**src/rtl/lipc_pkg.sv**
```systemverilog
package lipc_pkg;

    typedef enum logic [1:0] {
        ACK_NONE = 2'b00,
        ACK_SPUR = 2'b01,
        ACK_VEC  = 2'b10
    } ack_kind_e;

    localparam int CTL_W        = 16;
    localparam int CTL_EN_BIT   = 8;
    localparam int CTL_SUPP_BIT = 12;
    localparam logic [CTL_W-1:0] CTL_RST = 16'h00FF;

    typedef struct packed {
        logic      en;
        logic      supp;
        logic [7:0] spur;
    } ctl_view_t;

    function automatic ctl_view_t ctl_decode(input logic [CTL_W-1:0] raw);
        ctl_view_t c;
        c.en   = raw[CTL_EN_BIT];
        c.supp = raw[CTL_SUPP_BIT];
        c.spur = raw[7:0];
        return c;
    endfunction

endpackage

```
**src/rtl/lipc_prio_find.sv**
```systemverilog
module lipc_prio_find #(
    parameter int W     = 256,
    parameter int IDX_W = $clog2(W)
) (
    input  logic [W-1:0]     req,
    output logic             found,
    output logic [IDX_W-1:0] idx
);
    always_comb begin
        found = 1'b0;
        idx   = '0;
        for (int i = 0; i < W; i++) begin
            if (req[i]) begin
                found = 1'b1;
                idx   = IDX_W'(i);
            end
        end
    end
endmodule

```
**src/rtl/lipc_prio_gate.sv**
```systemverilog
module lipc_prio_gate #(
    parameter int VEC_W = 8,
    parameter int CLS_W = VEC_W - 4
) (
    input  logic [VEC_W-1:0] tpr,
    input  logic             isr_found,
    input  logic [VEC_W-1:0] isr_top,
    input  logic             irr_found,
    input  logic [VEC_W-1:0] irr_top,
    output logic [VEC_W-1:0] ppr,
    output logic             blocked
);
    localparam int LO_W = VEC_W - CLS_W;

    logic [CLS_W-1:0] tpr_cls, isr_cls, irr_cls, ppr_cls;

    always_comb begin
        tpr_cls = tpr[VEC_W-1 -: CLS_W];
        isr_cls = isr_found ? isr_top[VEC_W-1 -: CLS_W] : '0;
        irr_cls = irr_top[VEC_W-1 -: CLS_W];
        if (tpr_cls >= isr_cls) ppr = tpr;
        else                    ppr = {isr_cls, {LO_W{1'b0}}};
        ppr_cls = ppr[VEC_W-1 -: CLS_W];
        blocked = irr_found && (ppr != '0) && (irr_cls <= ppr_cls);
    end
endmodule

```
**src/rtl/lipc_vec_bank.sv**
```systemverilog
module lipc_vec_bank #(
    parameter int VEC_W   = 8,
    parameter int NUM_VEC = 1 << VEC_W
) (
    input  logic               clk,
    input  logic               rst,
    input  logic               acc_en,
    input  logic [VEC_W-1:0]   acc_vec,
    input  logic               acc_level,
    input  logic               mov_en,
    input  logic [VEC_W-1:0]   mov_vec,
    input  logic               done_en,
    input  logic [VEC_W-1:0]   done_vec,
    output logic [NUM_VEC-1:0] irr,
    output logic [NUM_VEC-1:0] isr,
    output logic [NUM_VEC-1:0] tmr
);
    logic [NUM_VEC-1:0] irr_n, isr_n, tmr_n;

    always_comb begin
        irr_n = irr;
        isr_n = isr;
        tmr_n = tmr;
        if (done_en) isr_n[done_vec] = 1'b0;
        if (mov_en) begin
            irr_n[mov_vec] = 1'b0;
            isr_n[mov_vec] = 1'b1;
        end
        if (acc_en) begin
            irr_n[acc_vec] = 1'b1;
            if (acc_level) tmr_n[acc_vec] = 1'b1;
        end
    end

    always_ff @(posedge clk) begin
        if (rst) begin
            irr <= '0;
            isr <= '0;
            tmr <= '0;
        end else begin
            irr <= irr_n;
            isr <= isr_n;
            tmr <= tmr_n;
        end
    end


    acc_sets_chk: assert property (@(posedge clk) disable iff (rst)
        (!$past(rst) && $past(acc_en)) |-> irr[$past(acc_vec)]);


    acc_level_chk: assert property (@(posedge clk) disable iff (rst)
        (!$past(rst) && $past(acc_en) && $past(acc_level)) |-> tmr[$past(acc_vec)]);


    mov_isr_chk: assert property (@(posedge clk) disable iff (rst)
        (!$past(rst) && $past(mov_en)) |-> isr[$past(mov_vec)]);
endmodule

```
**src/rtl/lipc_core.sv**
```systemverilog
module lipc_core
    import lipc_pkg::*;
#(
    parameter int VEC_W = 8,
    parameter int CLS_W = VEC_W - 4
) (
    input  logic             clk,
    input  logic             rst,
    input  logic             acc_valid,
    input  logic [VEC_W-1:0] acc_vec,
    input  logic             acc_level,
    input  logic             ack_req,
    output logic             ack_valid,
    output logic [1:0]       ack_kind,
    output logic [VEC_W-1:0] ack_vec,
    input  logic             eoi_wr,
    output logic             eoi_bcast,
    output logic [VEC_W-1:0] eoi_vec,
    input  logic             tpr_wr,
    input  logic [CLS_W-1:0] tpr_wdata,
    output logic [CLS_W-1:0] tpr_rdata,
    input  logic             ctl_wr,
    input  logic [CTL_W-1:0] ctl_wdata,
    output logic             irq
);
    localparam int NUM_VEC = 1 << VEC_W;
    localparam int LO_W    = VEC_W - CLS_W;

    logic [NUM_VEC-1:0] irr, isr, tmr;
    logic               irr_found, isr_found, blocked;
    logic [VEC_W-1:0]   irr_top, isr_top, ppr;
    logic [VEC_W-1:0]   tpr_q;
    logic [CTL_W-1:0]   ctl_q;
    ctl_view_t          ctl;

    ack_kind_e          kind_n;
    logic [VEC_W-1:0]   vec_n;
    logic               mov_en, done_en, bcast_n;

    assign ctl = ctl_decode(ctl_q);

    lipc_vec_bank #(.VEC_W(VEC_W), .NUM_VEC(NUM_VEC)) u_bank (
        .clk(clk), .rst(rst),
        .acc_en(acc_valid), .acc_vec(acc_vec), .acc_level(acc_level),
        .mov_en(mov_en), .mov_vec(irr_top),
        .done_en(done_en), .done_vec(isr_top),
        .irr(irr), .isr(isr), .tmr(tmr)
    );

    lipc_prio_find #(.W(NUM_VEC), .IDX_W(VEC_W)) u_irr_find (
        .req(irr), .found(irr_found), .idx(irr_top)
    );

    lipc_prio_find #(.W(NUM_VEC), .IDX_W(VEC_W)) u_isr_find (
        .req(isr), .found(isr_found), .idx(isr_top)
    );

    lipc_prio_gate #(.VEC_W(VEC_W), .CLS_W(CLS_W)) u_gate (
        .tpr(tpr_q), .isr_found(isr_found), .isr_top(isr_top),
        .irr_found(irr_found), .irr_top(irr_top),
        .ppr(ppr), .blocked(blocked)
    );

    // acknowledge decision
    always_comb begin
        kind_n = ACK_NONE;
        vec_n  = '0;
        mov_en = 1'b0;
        if (ack_req && ctl.en && irr_found) begin
            if (blocked) begin
                kind_n = ACK_SPUR;
                vec_n  = VEC_W'(ctl.spur);
            end else begin
                kind_n = ACK_VEC;
                vec_n  = irr_top;
                mov_en = 1'b1;
            end
        end
    end

    // end-of-interrupt decision
    always_comb begin
        done_en = eoi_wr && isr_found;
        bcast_n = done_en && tmr[isr_top] && !ctl.supp;
    end

    always_ff @(posedge clk) begin
        if (rst) begin
            tpr_q     <= '0;
            ctl_q     <= CTL_RST;
            ack_valid <= 1'b0;
            ack_kind  <= ACK_NONE;
            ack_vec   <= '0;
            eoi_bcast <= 1'b0;
            eoi_vec   <= '0;
        end else begin
            if (tpr_wr) tpr_q <= {tpr_wdata, {LO_W{1'b0}}};
            if (ctl_wr) ctl_q <= ctl_wdata;
            ack_valid <= ack_req;
            ack_kind  <= kind_n;
            ack_vec   <= vec_n;
            eoi_bcast <= bcast_n;
            eoi_vec   <= bcast_n ? isr_top : '0;
        end
    end

    assign tpr_rdata = tpr_q[VEC_W-1 -: CLS_W];
    assign irq       = ctl.en && irr_found && !blocked;


    ack_pulse_chk: assert property (@(posedge clk) disable iff (rst)
        ack_req |=> ack_valid);


    spur_vec_chk: assert property (@(posedge clk) disable iff (rst)
        (!$past(rst) && ack_valid && ack_kind == ACK_SPUR) |-> ack_vec == $past(ctl_q[7:0]));


    dis_none_chk: assert property (@(posedge clk) disable iff (rst)
        (!$past(rst) && $past(ack_req) && !$past(ctl_q[CTL_EN_BIT])) |-> ack_kind == ACK_NONE);


    bcast_src_chk: assert property (@(posedge clk) disable iff (rst)
        (!$past(rst) && eoi_bcast) |-> $past(eoi_wr));


    bcast_supp_chk: assert property (@(posedge clk) disable iff (rst)
        (!$past(rst) && $past(ctl_q[CTL_SUPP_BIT])) |-> !eoi_bcast);


    gate_chk: assert property (@(posedge clk) disable iff (rst)
        (irq && ppr != '0) |-> irr_top[VEC_W-1 -: CLS_W] > ppr[VEC_W-1 -: CLS_W]);
endmodule

```
**config.mk**
```make
export PLATFORM = sky130hd
export DESIGN_NAME = lipc_core
export DESIGN_NICKNAME = d
export VERILOG_FILES = /design/src/rtl/lipc_pkg.sv /design/src/rtl/lipc_prio_find.sv /design/src/rtl/lipc_prio_gate.sv /design/src/rtl/lipc_vec_bank.sv /design/src/rtl/lipc_core.sv
export SDC_FILE = /design/constraint.sdc
export NUM_CORES = 2
export LEC_CHECK = 0
export BUFFER_PORTS_ARGS = -buffer_cell sky130_fd_sc_hd__buf_2
export CELL_PAD_IN_SITES_DETAIL_PLACEMENT = 1
export CELL_PAD_IN_SITES_GLOBAL_PLACEMENT = 1
export CORE_ASPECT_RATIO = 1.25
export CORE_UTILIZATION = 35
export CTS_BUF_LIST = sky130_fd_sc_hd__clkbuf_8
export DETAILED_ROUTE_END_ITERATION = 10
export PLACE_DENSITY = 0.6
export SYNTH_ARGS = -nofsm -noshare
export SYNTH_HDL_FRONTEND = slang
export SYNTH_SLANG_ARGS = --single-unit
```
**constraint.sdc**
```tcl
create_clock -name clk -period 8.3 [get_ports clk]
set_input_delay 0.415 -clock clk [delete_from_list [all_inputs] [get_ports clk]]
set_output_delay 0.415 -clock clk [all_outputs]
set_load 0.02 [all_outputs]
```
==> out/metrics.yaml <==
logic_synthesis:
  syn_inst: 4942
  synth.area.top_cells: "dfxtp_1 43%, a21oi_1 10%, o21ai_0 7.3%, nor2_1 7.2%, nand2_1 5.5%"
  synth_cell_types: 88
  synth-seq-area-share_pct: 43.32
  avgSynthCellArea_sq_um: 7.500
  ys_ff_latch: 802
  netlist.top_cell.by_area: "dfxtp_1"
  synthArstFlopShare_pct: 0
  synth_xor_area_share_pct: 0
  synth_top_family_by_area: "compound AO/OA/AOI/OAI gates"
  synth-edff-count: 0
  ys.flop_type: "dfxtp_1"
  synth_compound_area_share_pct: 27.67
  synth_simple_gate_area_share_pct: 22.97
  synth_fa_ha_area_share_pct: 0.2701
  synth.yosys.warnings: 0
  synthMuxAreaShare_pct: 1.576
  synth_top_area_share_pct: 43.32
  syn-num-nets: 4986
  syn_area_sq_um: 37070
route:
  first_pass_iters: 5
  vias: 39827
  post_drt_wl_per_cell_microns: 29.88
  drc_errors: 0
  wirelength_mm: 194.4
  viasPerCell: 6.122
  drt_iter0_drc: 2879
  ant_nets: 0
floorplan:
  die_height_microns: 365.8
  die_w_microns: 293.1
  initial_core_util_pct: 35.30
  ioPinCount: 61
  core_area_sq_um: 105000
  rows: 133
  die_area_sq_um: 107200
setup_path:
  rr_startpoint: "u_bank.isr[144]"
  crit_start: "u_bank.isr[144]"
  critical_path_cell_count: 29
  path_buf_inv: 3
  crit_path_end: "u_bank.irr[28]"
  r2r_setup_slack_ps: 460
  slowest_stage: "nor2_1"
  worstSetupPathType: "reg2reg"
  critPathLaunchType: "flop"
  reg2reg_to: "u_bank.irr[28]"
  ff2ff_path_depth: 29
  critPathMaxFanout: 8
  worst_path_largest_cell_delay_ps: 710
  critPathArrivalTime_ps: 8580
  worst_setup_path_end_kind: "flop"
  cpMostUsedCell: "a21oi_1"
  critPathTopFamily: "simple AND/OR/NAND/NOR gates"
  cp.required_ps: 9030
cts:
  cts_buffers: 143
  clk_latency_ps: 910
  cts.sinks: 802
  post-cts-setup-buffers: 0
  clk_pin_slew_ps: 60
  cts_tree: "yes"
  h-tree-depth: 4
  clockBufferDepth: 3
  clock-root-buffer: "clkbuf_8"
sta:
  slew_viol_final: 0
  tightest_slew_ps: 1322
  finalSetupViolations: 0
  finalCritPeriodShare_pct: 94.50
  period_minus_slack_ps: 7844
  rsz0062_at_grt: "no"
  fmax_ghz: 0.1275
  maxSlewHeadroom_pct: 11.80
  finClkSkew_ps: 37.69
  setup_tns_ps: 0
  hold-worst-slack_ps: 147.0
  hold_viol_final: 0
power_and_ir_drop:
  combPwrFrac_pct: 10.4
  clkPwrFrac_pct: 43.2
  p_leak_uw: 0.01486
  power_density_nw_per_um2: 198.1
  sw_frac_of_total_pct: 30.04
  power.switching_uw: 2508
  vdd_ir_drop_max_uv: 162.5
  internal-power_uw: 5841
  p_seq_share_pct: 46.4
cells_and_area:
  final_common_cell: "dfxtp_1"
  design_area_sq_um: 42140
  nFillCells: 12886
  final_nets: 5045
  syn_to_final_growth_pct: 13.70
  final_cell_mix: "802 x dfxtp_1, 741 x a21oi_1, 698 x nor2_1"
  layout-drive-gt1-share_pct: 8.853
run_status:
  status: "finished, final reports clean"
placement:
  gp_congestion: 0.9632
  placedInstanceArea_sq_um: 39170
  port_buffers: 54
  dp_hpwl_mm: 129.6
min_path:
  hp-start: "acc_vec[0]"
  hold_class: "in2reg"
global_routing:
  grt.overflow.total: 0
  first_global_vias: 40092
  antenna_found_initial: 10
  grt_max_degree: 190
  grt_usage_pct: 35.56
  grt_first_pass_wirelength_mm: 279.4
job:
  cap_violations: 0
## per-layer routing
layer / track usage (%) / part of all wire [%] / vias up
li1: - / - / 17965
met1: 40.28 / 39 / 19967
met2: 61.18 / 49 / 1327
met3: 5.897 / 5.2 / 564
met4: 23.61 / 7.3 / 4
met5: 0 / 0.014 / -
## sequential cells by signal, indices dropped and copies added, names as in the netlist
name        count
ack_kind        2
ack_valid       1
ack_vec         8
ctl_q          10
eoi_bcast       1
eoi_vec         8
tpr_q           4
u_bank.irr    256
u_bank.isr    256
u_bank.tmr    256
## worst min path at each step
| stage | endpoint | slack, ps | cells past startpoint |
|---|---|---|---|
| finish | u_bank.irr[92] | 150 | 5 |
| global route | u_bank.irr[92] | 190 | 5 |
| CTS | u_bank.irr[92] | 110 | 5 |
| detailed placement | ack_vec[4] | 440 | 2 |
| global placement | u_bank.tmr[41] | 440 | 2 |
| floorplan | ack_vec[1] | 420 | 2 |
## cells by family (layout without fill, tap and decap cells)
group | Yosys count | count (layout)
other | 0 | 6
adder cells (fa/ha/maj) | 8 | 8
buffers and inverters | 407 | 548
AO/OA/AOI/OAI | 1777 | 1777
multiplexers | 57 | 57
AND/OR/NAND/NOR | 1891 | 1891
flip-flops | 802 | 802
## synth_stat cells, drive strengths merged (11+ instances only)
cell type	instances
dfxtp	802
a21oi	743
nor2	715
o21ai	545
nand2	543
clkbuf	272
nor4	163
nand3	124
nor3	115
inv	110
o22ai	82
a22oi	79
nor2b	47
mux2i	46
or4	44
nand4	38
a211oi	34
nand2b	34
o211ai	32
o21a	30
o31ai	29
buf	25
a31oi	19
a211o	18
o2111ai	15
a221oi	13
o21bai	13
o311ai	13
or2	13
and2	12
or3	12
and3	11
mux2	11
## what timing repair did
action,4_1_cts,5_1_grt
endpoints found under the setup margin,0,12
hold buffers,36,0
hold endpoints to repair,68,0
gates resized for setup,0,2
## power groups by stage
stage	sequential, uW	clock (uW)	combinational, uW
3_5_place_dp	3960	0	828
3_3_place_gp	3960	0	830
5_1_grt	3870	3830	871
2_1_floorplan	3950	0	366
4_1_cts	3870	3670	844
6_report	3870	3610	866
## area by class of cell
class                           count  area (sq um)  share of cell area [%]
Tap cell                         1417          1773                   4.207
Clock buffer                      161          2216                   5.258
Antenna cell                        6         15.01                 0.03563
Timing Repair Buffer              211          1587                   3.765
Multi-Input combinational cell   3733         19710                   46.76
Inverter                          110         412.9                  0.9797
Sequential cell                   802         16060                   38.10
Clock inverter                     66         377.9                  0.8966
## per-stage QoR
stage / setup WS [ps] / util (%) / cells / total power, uW
floorplan: 2174 / - / 4942 / 4320
global placement: 596.3 / 37.30 / 6237 / 4785
detailed placement: 505.3 / 37.30 / 6237 / 4784
CTS: 486.1 / 40.12 / 6500 / 8382
global route: 9.391 / 40.13 / 6505 / 8576
finish: 456.4 / 40.14 / 6506 / 8348
## tightest hold or removal path, cell delays in order
cell	delay (ps)
buf_2	170
nor3_2	70
buf_4	210
nand2_1	80
a21oi_1	50
(Power assumes the default switching activity.)
